**config.mk**
```make
export PLATFORM = sky130hd
export DESIGN_NAME = mbs_stress_gen
export DESIGN_NICKNAME = d
export VERILOG_FILES = /design/src/rtl/mbs_pkg.sv /design/src/rtl/mbs_sequencer.sv /design/src/rtl/mbs_pattern.sv /design/src/rtl/mbs_checker.sv /design/src/rtl/mbs_stress_gen.sv
export SDC_FILE = /design/constraint.sdc
export NUM_CORES = 1
export LEC_CHECK = 0
export BUFFER_PORTS_ARGS = -buffer_cell sky130_fd_sc_hd__buf_2
export CORE_MARGIN = 2
export CORE_UTILIZATION = 40
export CTS_CLUSTER_DIAMETER = 30
export DETAILED_ROUTE_END_ITERATION = 6
export PLACE_DENSITY = 0.65
export SYNTH_ARGS = -nofsm -noshare
export SYNTH_HDL_FRONTEND = slang
export SYNTH_SLANG_ARGS = --single-unit
```
**constraint.sdc**
```tcl
create_clock -name clk -period 4.1 [get_ports clk]
set_input_delay 0.205 -clock clk [delete_from_list [all_inputs] [get_ports clk]]
set_output_delay 0.205 -clock clk [all_outputs]
set_load 0.1 [all_outputs]
```
**src/rtl/mbs_pkg.sv**
```systemverilog
package mbs_pkg;
  localparam int NUM_PAIRS = 3;
  localparam int PAIR_W    = 2;
  localparam int OPS_PER_ROUND = 4;

  typedef enum logic [1:0] {
    OP_WR_A = 2'd0,
    OP_WR_B = 2'd1,
    OP_RD_A = 2'd2,
    OP_RD_B = 2'd3
  } op_e;

  typedef enum logic {
    RND_CMPL = 1'b0,
    RND_ZERO = 1'b1
  } round_e;

  typedef struct packed {
    logic [PAIR_W-1:0] pair;
    round_e            rnd;
    op_e               op;
  } step_t;
endpackage

```
**src/rtl/mbs_sequencer.sv**
```systemverilog
module mbs_sequencer
  import mbs_pkg::*;
#(
  parameter int IW = 16
) (
  input  logic          clk,
  input  logic          rst,
  input  logic          start,
  input  logic          stop,
  input  logic [IW-1:0] iter_count,
  output logic          run,
  output logic          issue,
  output logic          last,
  output logic          swap,
  output step_t         step
);
  localparam logic [PAIR_W-1:0] LAST_PAIR = PAIR_W'(NUM_PAIRS - 1);

  logic [IW-1:0] remain_q;
  logic          endless_q;
  logic          iter_end;

  always_comb begin
    iter_end = (step.pair == LAST_PAIR) && (step.rnd == RND_ZERO) && (step.op == OP_RD_B);
    issue    = run & ~stop;
    last     = issue & iter_end & ~endless_q & (remain_q == IW'(1));
  end

  always_ff @(posedge clk) begin
    if (rst) begin
      run       <= 1'b0;
      step      <= '0;
      swap      <= 1'b0;
      remain_q  <= '0;
      endless_q <= 1'b0;
    end else if (!run) begin
      if (start) begin
        run       <= 1'b1;
        step      <= '0;
        swap      <= 1'b0;
        remain_q  <= iter_count;
        endless_q <= (iter_count == '0);
      end
    end else if (stop) begin
      run <= 1'b0;
    end else begin
      step.op <= op_e'(step.op + 2'd1);
      if (step.op == OP_RD_B) begin
        if (step.rnd == RND_CMPL) begin
          step.rnd <= RND_ZERO;
        end else begin
          step.rnd <= RND_CMPL;
          if (step.pair == LAST_PAIR) begin
            step.pair <= '0;
            swap      <= ~swap;
            if (!endless_q) remain_q <= remain_q - IW'(1);
            if (last) run <= 1'b0;
          end else begin
            step.pair <= step.pair + PAIR_W'(1);
          end
        end
      end
    end
  end


  pair_range_chk: assert property (@(posedge clk) disable iff (rst)
    run |-> (step.pair <= LAST_PAIR));


  stop_halts_chk: assert property (@(posedge clk) disable iff (rst)
    (run && stop) |=> !run);


  keeps_running_chk: assert property (@(posedge clk) disable iff (rst)
    (run && !stop && !last) |=> run);


  finite_nonzero_chk: assert property (@(posedge clk) disable iff (rst)
    (run && !endless_q) |-> (remain_q != '0));
endmodule

```
**src/rtl/mbs_pattern.sv**
```systemverilog
module mbs_pattern
  import mbs_pkg::*;
#(
  parameter int AW = 16,
  parameter int DW = 16
) (
  input  step_t          step,
  input  logic           swap,
  output logic [AW-1:0]  addr,
  output logic [DW-1:0]  data,
  output logic           is_wr
);
  function automatic logic [AW-1:0] alt_addr();
    logic [AW-1:0] r;
    for (int i = 0; i < AW; i++) r[i] = (i % 2 == 0);
    return r;
  endfunction

  function automatic logic [DW-1:0] alt_data();
    logic [DW-1:0] r;
    for (int i = 0; i < DW; i++) r[i] = (i % 2 == 0);
    return r;
  endfunction

  localparam logic [AW-1:0] LO_A  = {{(AW - AW/2){1'b0}}, {(AW/2){1'b1}}};
  localparam logic [AW-1:0] HI1_A = LO_A + AW'(1);
  localparam logic [AW-1:0] ALT_A = alt_addr();
  localparam logic [DW-1:0] LO_D  = {{(DW - DW/2){1'b0}}, {(DW/2){1'b1}}};
  localparam logic [DW-1:0] ALT_D = alt_data();

  logic [AW-1:0] a_first, a_second;
  logic [DW-1:0] pat, base;
  logic          sel_second;

  always_comb begin
    case (step.pair)
      PAIR_W'(1): begin a_first = LO_A;  a_second = HI1_A;  pat = ~LO_D;  end
      PAIR_W'(2): begin a_first = ALT_A; a_second = ~ALT_A; pat = ~ALT_D; end
      default:    begin a_first = '0;    a_second = '1;     pat = '1;     end
    endcase
    base       = swap ? ~pat : pat;
    sel_second = (step.op == OP_WR_B) || (step.op == OP_RD_B);
    is_wr      = (step.op == OP_WR_A) || (step.op == OP_WR_B);
    addr       = sel_second ? a_second : a_first;
    if (step.rnd == RND_ZERO) data = '0;
    else                      data = sel_second ? ~base : base;
  end
endmodule

```
**src/rtl/mbs_checker.sv**
```systemverilog
module mbs_checker #(
  parameter int AW = 16,
  parameter int DW = 16
) (
  input  logic          clk,
  input  logic          rst,
  input  logic          clr,
  input  logic          rd_v,
  input  logic [AW-1:0] rd_addr,
  input  logic [DW-1:0] rd_exp,
  input  logic          rd_last,
  input  logic [DW-1:0] rdata,
  output logic          done,
  output logic          fail,
  output logic [AW-1:0] fail_addr,
  output logic [DW-1:0] fail_exp,
  output logic [DW-1:0] fail_obs
);
  logic          v_q, last_q;
  logic [AW-1:0] a_q;
  logic [DW-1:0] e_q;
  logic          mismatch;

  assign mismatch = v_q && (rdata != e_q);

  always_ff @(posedge clk) begin
    if (rst) begin
      v_q       <= 1'b0;
      last_q    <= 1'b0;
      a_q       <= '0;
      e_q       <= '0;
      done      <= 1'b0;
      fail      <= 1'b0;
      fail_addr <= '0;
      fail_exp  <= '0;
      fail_obs  <= '0;
    end else begin
      v_q    <= rd_v & ~clr;
      last_q <= rd_last & ~clr;
      a_q    <= rd_addr;
      e_q    <= rd_exp;
      done   <= last_q & ~clr;
      if (clr) begin
        fail      <= 1'b0;
        fail_addr <= '0;
        fail_exp  <= '0;
        fail_obs  <= '0;
      end else if (mismatch && !fail) begin
        fail      <= 1'b1;
        fail_addr <= a_q;
        fail_exp  <= e_q;
        fail_obs  <= rdata;
      end
    end
  end


  fail_sticky_chk: assert property (@(posedge clk) disable iff (rst)
    (fail && !clr) |=> fail);


  capture_hold_chk: assert property (@(posedge clk) disable iff (rst)
    (fail && !clr) |=> ($stable(fail_addr) && $stable(fail_exp) && $stable(fail_obs)));


  capture_differs_chk: assert property (@(posedge clk) disable iff (rst)
    $rose(fail) |-> (fail_obs != fail_exp));


  done_pulse_chk: assert property (@(posedge clk) disable iff (rst)
    done |=> !done);
endmodule

```
**src/rtl/mbs_stress_gen.sv**
```systemverilog
module mbs_stress_gen
  import mbs_pkg::*;
#(
  parameter int AW = 16,
  parameter int DW = 16,
  parameter int IW = 16
) (
  input  logic          clk,
  input  logic          rst,
  input  logic          start,
  input  logic          stop,
  input  logic [IW-1:0] iter_count,
  output logic [AW-1:0] mem_addr,
  output logic [DW-1:0] mem_wdata,
  output logic          mem_we,
  output logic          mem_re,
  input  logic [DW-1:0] mem_rdata,
  output logic          busy,
  output logic          done,
  output logic          fail,
  output logic [AW-1:0] fail_addr,
  output logic [DW-1:0] fail_exp,
  output logic [DW-1:0] fail_obs
);
  logic          run, issue, last, swap, clr, last_bus, is_wr;
  step_t         step;
  logic [AW-1:0] nxt_addr;
  logic [DW-1:0] nxt_data;

  assign clr  = start & ~run;
  assign busy = run;

  mbs_sequencer #(.IW(IW)) u_seq (
    .clk(clk), .rst(rst), .start(start), .stop(stop), .iter_count(iter_count),
    .run(run), .issue(issue), .last(last), .swap(swap), .step(step)
  );

  mbs_pattern #(.AW(AW), .DW(DW)) u_pat (
    .step(step), .swap(swap), .addr(nxt_addr), .data(nxt_data), .is_wr(is_wr)
  );

  always_ff @(posedge clk) begin
    if (rst) begin
      mem_we    <= 1'b0;
      mem_re    <= 1'b0;
      mem_addr  <= '0;
      mem_wdata <= '0;
      last_bus  <= 1'b0;
    end else begin
      mem_we   <= issue & is_wr;
      mem_re   <= issue & ~is_wr;
      last_bus <= last;
      if (issue) begin
        mem_addr  <= nxt_addr;
        mem_wdata <= nxt_data;
      end
    end
  end

  mbs_checker #(.AW(AW), .DW(DW)) u_chk (
    .clk(clk), .rst(rst), .clr(clr),
    .rd_v(mem_re), .rd_addr(mem_addr), .rd_exp(mem_wdata), .rd_last(last_bus),
    .rdata(mem_rdata),
    .done(done), .fail(fail), .fail_addr(fail_addr), .fail_exp(fail_exp), .fail_obs(fail_obs)
  );


  no_idle_chk: assert property (@(posedge clk) disable iff (rst)
    (busy && !stop) |=> (mem_we || mem_re));


  one_access_chk: assert property (@(posedge clk) disable iff (rst)
    $onehot0({mem_we, mem_re}));
endmodule

```
==> results of run 1 <==
-- power by group --
group,total [mW],switching [mW],internal [mW],leakage (nW)
Clock,0.532,0.304,0.228,0.0833
Sequential,0.766,0.0271,0.739,0.600
Combinational,0.308,0.227,0.0810,1.14
Total,1.61,0.559,1.05,1.83
-- area by class of cell --
cell class	instances	area, µm²	area share (%)
repair buffers	123	623	14.7
well taps	111	139	3.28
multi-input cells	301	1780	42.0
flip-flops and latches	74	1480	35.0
inverters	7	26.3	0.621
clock inverters	7	57.6	1.36
clock buffers	9	124	2.93
-- cell families after synthesis --
family	synth area share [%]
compound gates	15.4
mux	1.35
flops	40.0
buf+inv	12.7
fa+ha+maj	3.38
xor+xnor	1.42
simple gates	25.7
-- synth_stat cells (all sizes together), types with 6 or more instances --
| cell | n |
|---|---|
| o21ai | 38 |
| dfxtp | 74 |
| buf | 54 |
| xnor2 | 6 |
| nor4 | 9 |
| a21oi | 30 |
| nor2 | 31 |
| inv | 7 |
| ha | 10 |
| nor3 | 13 |
| nand3 | 31 |
| or4 | 7 |
| nand2b | 8 |
| nand4 | 7 |
| nand2 | 45 |
| a211oi | 7 |
| clkbuf | 17 |
| nor2b | 14 |
-- state kept, by name, summed over array words and instances, names as in the netlist, 4 cells and up --
register and count:
u_chk.fail_addr 5, mem_addr 5, u_chk.fail_obs 16, u_seq.remain_q 16
u_seq.step 5, u_chk.fail_exp 4, mem_wdata 4, u_chk.a_q 5
u_chk.e_q 4
-- routing by layer --
metal  routed length (µm)  GRT usage [%]  up-vias
met1                 4150           23.2     1475
met5                    0              0        -
met4                  136           6.95        0
met2                 4010           27.4      115
met3                  484           3.20       15
li1                     -              -     1670
-- stage by stage --
stage / power, mW / utilization, % / instances / worst slack [ns] / hold slack, ns
2_1_floorplan: 1.03 / - / 453 / 1.82 / 0.342
3_3_place_gp: 1.09 / 44.4 / 616 / 1.59 / 0.419
3_5_place_dp: 1.09 / 44.4 / 616 / 1.49 / 0.412
4_1_cts: 1.62 / 46.4 / 632 / 1.45 / 0.0971
5_1_grt: 1.68 / 46.4 / 632 / 1.11 / 0.121
6_report: 1.61 / 46.4 / 632 / 1.47 / 0.108
-- worst max-delay path: cells and delay by family, from the launching register on --
kind	cells	cell delay, ns
compound gates	3	0.88
buf+inv	1	0.24
flops	1	0.63
simple gates	2	0.79
-- path summary, 6_finish.rpt --
| check | startpoint | endpoint | slack, ns |
|---|---|---|---|
| max | u_seq.run | u_seq.remain_q[11] | 1.47 |
| min | mem_rdata[5] | u_chk.fail_obs[5] | 0.11 |
| max reg2reg | u_seq.run | u_seq.remain_q[11] | 1.47 |
| min reg2reg | last_bus | u_chk.last_q | 0.42 |
==> impl_results.md, run 1 <==
- Seq cells post-synth: 74
- Fraction of registers with async set or reset after synthesis: 0%
- Antenna violations before repair: 0
- PwrDens: 380 nW/µm²
- Post-CTS Resized: 0
- Fin Setup TNS: 0 ns
- Fin area: 4230 µm²
- Worst Hold Class: input pin to register
- Final min period: 2.63 ns
- Outcome: completed
- Largest net degree at the start of global routing: 55
- Maximum root-to-sink buffer count: 2
- Cell Area, Synth: 3700 µm²
- Ys flop type: dfxtp_1
- Layout cell share with drive strength beyond 1: 28.2%
- DRC: 0
- Period utilization: 64.2%
- Maxcap violations: 0
- EDFF count, synth: 0
- Vias per inst: 5.18
- Slew @ Worst Pin: 1.10 ns
- Most common cell after layout, fill and taps aside: buf_2
- Maximum vdd drop: 0.180 mV
- Final count of hold timing violations: 0
- Crit path largest cell delay: 0.63 ns
- Post-DP Area: 4050 µm²
- GRT Util Overall: 17.3%
- Global-route wire length before repair: 14000 µm
- Number of port buffers: 120
- Cell count after synthesis: 453
- Area Overhead vs Synth: 14.2%
- WP data required: 4.35 ns
- Element type at the critical path end: register
- Die Ht: 100 µm
- Nets@finish: 562
- CTS tree: yes
- Filler Cells Inserted: 919
- Number of inserted diodes: 0
- Slowest CP cell: dfxtp_1
- Yosys Warn Count: 0
- Clock Root Buffer: clkbuf_8
- Num CTS Buffers: 9
- Clock transition at the registers of the reported paths: 0.09 ns
- Hold Buf Count CTS: 0
- CTS Sinks: 74
- Avg Synthesized Cell Area: 8.18 µm²
- Rel. slew slack: 26.6%
- Top cells by area, synth: dfxtp_1 (40%), buf_4 (9.3%), nand2_1 (4.6%), nand3_1 (4.2%), a21oi_1 (4.1%)
- Crit path max fanout: 16
- Arr. time, crit path: 2.89 ns
- Final Skew: 0.0121 ns
- Io pins: 121
- Via count: 3275
- Max-slew violation count: 0
- H-tree depth: 3
- Initial Util: 40.7%
- Final setup violation count: 0
- Yosys cell types: 44
- Max frequency: 380 MHz
- DRT antenna net count: 0
- Cell-by-cell trace of the critical path: nor2b_1 -> a41oi_1 -> a21oi_1 -> buf_4 -> a211oi_1 -> nor4_1
- Total die area: 10000 µm²
- Die X: 100 µm
- Dpl hpwl: 6270 µm
- Vias in the first global route: 2854
- Iter 0 DRT Violations: 143
- Row cnt: 35
- Worst-Skew Late Latency: 0.35 ns
- Avg WL per Cell: 13.9 µm
- Post-synthesis sequential area ratio: 40.0%
- Postcts setup bufs: 0
- CP Class: register to register
- Cells on worst reg2reg path: 6
- Synth area leader: dfxtp_1
- Static Leak: 1.83 nW
- Commonest cells after routing, fill and taps aside: buf_2 (120), dfxtp_1 (74), nand2_1 (45)
- Syn_nets: 499
- Routed WL: 8780 µm
- Worst hold stages: 3
- Synth top area share: 40.0%
- TritonRoute pass-1 iters: 4
- Total grt overflow: 0
- Core ar.: 9110 µm²
- RSZ-0062 raised after global routing: no
- Setup crit start kind: register
- Placer Congestion: 0.885
No activity file was read; power rests on OpenSTA's default activity.
==> inputs of run 2 (changes only) <==
--- a/config.mk
+++ b/config.mk
@@ -5,12 +5,12 @@
 export SDC_FILE = /design/constraint.sdc
 export NUM_CORES = 1
 export LEC_CHECK = 0
+export ABC_AREA = 1
 export BUFFER_PORTS_ARGS = -buffer_cell sky130_fd_sc_hd__buf_2
 export CORE_MARGIN = 2
 export CORE_UTILIZATION = 40
 export CTS_CLUSTER_DIAMETER = 30
 export DETAILED_ROUTE_END_ITERATION = 6
-export PLACE_DENSITY = 0.65
 export SYNTH_ARGS = -nofsm -noshare
 export SYNTH_HDL_FRONTEND = slang
 export SYNTH_SLANG_ARGS = --single-unit
==> constraint.sdc (replaced) <==
create_clock -name clk -period 2.5 [get_ports clk]
set_input_delay 0.125 -clock clk [delete_from_list [all_inputs] [get_ports clk]]
set_output_delay 0.125 -clock clk [all_outputs]
set_load 0.1 [all_outputs]
==> run 2 against run 1 <==
Against the previous run:
- synthesized cell count increased by 42%
- critical path type unchanged
- fmax increased by 30%
- hold slack got worse by 0.012 ns
- non-clock buffer count unchanged
- synthesized area increased by 16%
- first-iteration DRC count increased by 79%
- largest power group unchanged
==> impl_results.md, run 2 <==
- Outcome: completed
- PwrDens: 586 nW/µm² (+54%)
- Clock power share: 29.8% (-3.3 points)
- Reg power frac: 45.3% (-2.4 points)
- Post-synthesis compound-gate area fraction: 9.23% (-6.2 points)
- Sw Share: 36.8% (+2.0 points)
- Crit path max fanout: 19 (+3)
- Syn_nets: 689 (+38%)
- Worst Hold Class: input pin to register
- Total grt overflow: 0 (unchanged)
- Final setup violation count: 0 (unchanged)
- Maxcap violations: 0 (unchanged)
- EDFF count, synth: 0 (unchanged)
- Most common cell in the netlist: nand2_1
- Logic pwr share: 24.9% (+5.7 points)
- Total die area: 11600 µm² (+15%)
- Clock transition at the registers of the reported paths: 0.08 ns (about the same)
- Setup crit start kind: register
- CP Class: register to register
- Synth top area share: 34.5% (-5.5 points)
- Maximum root-to-sink buffer count: 2 (unchanged)
- Most common cell after layout, fill and taps aside: nand2_1
- Post-Synth Adder-Cell Area: 2.91% (-0.47 points)
- Number of port buffers: 120 (unchanged)
- CTS tree: yes
- Dpl hpwl: 7560 µm (+20%)
- Max frequency: 492 MHz (+30%)
- Net switching power figure: 1.03 mW (+84%)
- Clock Root Buffer: clkbuf_8
- Largest family of logic cells by synthesized area: simple AND/OR/NAND/NOR gates
- Ys flop type: dfxtp_1
- Xor and xnor fraction of the mapped netlist area: 1.02% (-0.40 points)
- Placer Congestion: 0.896 (+1.2%)
- Number of inserted diodes: 0 (unchanged)
- DRT antenna net count: 0 (unchanged)
- Area Overhead vs Synth: 11.3%
- H-tree depth: 3 (unchanged)
- Filler Cells Inserted: 1127 (+23%)
- Vias in the first global route: 3543 (+24%)
- Dpl ws: 0.556 ns (-0.937 ns)
- Yosys cell types: 37 (-16%)
- Nets@finish: 755 (+34%)
- Max-slew violation count: 0 (unchanged)
- Final count of hold timing violations: 0 (unchanged)
- Post-synthesis sequential area ratio: 34.5% (-5.5 points)
- Synth area leader: dfxtp_1
- Fin area: 4780 µm² (+13%)
- Fin Setup TNS: 0 ns (unchanged)
- CTS Sinks: 74 (unchanged)
- TritonRoute pass-1 iters: 4 (unchanged)
- Io pins: 121 (unchanged)
- Avg WL per Cell: 11.8 µm (-15%)
- Rel. slew slack: 55.4% (+29 points)
- Post-DP Area: 4610 µm² (+14%)
- Post-Synth Simple-Gate Area: 30.1% (+4.4 points)
- Hold Buf Count CTS: 0 (unchanged)
- Antenna violations before repair: 0 (unchanged)
- Area of the multi-input gates: 1860 µm² (+4.6%)
- Mux contribution to synthesized area: 0% (-1.4 points)
- Via count: 3900 (+19%)
- Final min period: 2.03 ns (-0.600 ns)
- Slew @ Worst Pin: 0.669 ns (-0.430 ns)
- Period utilization: 81.3% (+17 points)
- Yosys Warn Count: 0 (unchanged)
- Cell count after synthesis: 643 (+42%)
- FF/Latch Area: 1480 µm² (unchanged)
- Global-route wire length before repair: 16500 µm (+18%)
- Num CTS Buffers: 9 (unchanged)
- Final Skew: 0.00559 ns (-0.00649 ns)
- WP data required: 2.77 ns (-1.58 ns)
- Int Pwr: 1.77 mW (+69%)
- Top cells by count, synth: nand2_1 (134), inv_1 (119), nor2_1 (91)
- Seq cells post-synth: 74 (unchanged)
- Maximum vdd drop: 0.253 mV (+40%)
- Registers with the most flip-flops: u_chk.fail_obs (16), u_seq.remain_q (16)
- Postcts setup bufs: 0 (unchanged)
- Core ar.: 10400 µm² (+14%)
- Iter 0 DRT Violations: 256 (+79%)
- Hold Slack: 0.0956 ns (-0.0125 ns)
- DRC: 0 (unchanged)
- GRT Util Overall: 18.1% (+0.78 points)
- Die Ht: 108 µm (+7.4%)
- Die X: 108 µm (+7.4%)
- Worst-Skew Late Latency: 0.35 ns (about the same)
- Commonest cells after routing, fill and taps aside: nand2_1 (134), buf_2 (120), inv_1 (119)
- Arr. time, crit path: 2.31 ns (-0.58 ns)
- Top cells by area, synth: dfxtp_1 (34%), nand2_1 (12%), inv_1 (10%), buf_4 (8.4%), nor2_1 (8.0%)
- Largest net degree at the start of global routing: 33 (-40%)
- Routed WL: 10000 µm (+14%)
- Worst setup margin: 0.468 ns (-1.00 ns)
- Design Power: 2.80 mW (+74%)
- Avg Synthesized Cell Area: 6.68 µm² (-18%)
- Static Leak: 2.51 nW (+37%)
- Row cnt: 37 (+5.7%)
- RSZ-0062 raised after global routing: no
- Vias per inst: 4.59 (-11%)
- Layout cell share with drive strength beyond 1: 22.7% (-5.5 points)
- Post-CTS Resized: 0 (unchanged)
- Initial Util: 41.4% (+0.76 points)
- Cell Area, Synth: 4300 µm² (+16%)
- Fraction of registers with async set or reset after synthesis: 0% (unchanged)
- Element type at the critical path end: register
[run 2: cell types whose count changed after synthesis, sizes merged, moves of 6 or more]
cell,before,now
a21oi,30,22
clkbuf,17,9
inv,7,126
nand2,45,137
nand2b,8,0
nand3,31,21
nand4,7,29
nor2,31,96
nor2b,14,0
nor3,13,4
o21ai,38,28
or4,7,0
xnor2,6,0
[run 2: metal layers]
metal / routed length [µm] / GRT usage (%) / up-vias
met3: 629 / 3.09 / 13
met4: 142 / 6.96 / 0
met2: 4750 / 29.4 / 105
met5: 0 / 0 / -
met1: 4530 / 23.8 / 1714
li1: - / - / 2068
[run 2: cells by family after synthesis]
| group | after synthesis |
|---|---|
| compound gates | 64 |
| xor+xnor | 5 |
| fa+ha+maj | 10 |
| buf+inv | 194 |
| flops | 74 |
| simple gates | 296 |
[run 2: path summary, 6_finish.rpt]
kind	start	end	slack, ns	depth (start not counted)
max reg2reg	u_seq.run	u_seq.remain_q[11]	0.47	6
min reg2reg	last_bus	u_chk.last_q	0.43	2
max	u_seq.run	u_seq.remain_q[11]	0.47	6
min	iter_count[4]	u_seq.remain_q[4]	0.1	3
[run 2: critical path: stages, from the launching register on]
cell and delay (ns):
dfxtp_1 0.62, inv_4 0.19, o21ai_2 0.56, inv_2 0.26, o21ai_0 0.14, nand2_1 0.07, a21oi_1 0.12
[run 2: metrics by stage]
stage / cells / utilization [%]
after CTS: 850 / 46.1
after global placement: 834 / 44.5
after global routing: 850 / 46.1
after floorplan: 643 / -
final: 850 / 46.1
after detailed placement: 834 / 44.5
[run 2: layout make-up]
| class | instances | area share, % |
|---|---|---|
| Multi-Input combinational cell | 375 | 38.9 |
| Sequential cell | 74 | 31.0 |
| Timing Repair Buffer | 123 | 13.0 |
| Inverter | 126 | 9.94 |
| Tap cell | 136 | 3.56 |
| Clock buffer | 11 | 2.96 |
| Clock inverter | 5 | 0.628 |
[run 2: power by group through the flow]
| stage | combinational [mW] | sequential (mW) | clock, mW |
|---|---|---|---|
| after global placement | 0.691 | 1.29 | 0 |
| after floorplan | 0.519 | 1.36 | 0 |
| after detailed placement | 0.695 | 1.30 | 0 |
| after CTS | 0.698 | 1.27 | 0.860 |
| after global routing | 0.763 | 1.28 | 0.909 |
| final | 0.697 | 1.27 | 0.834 |
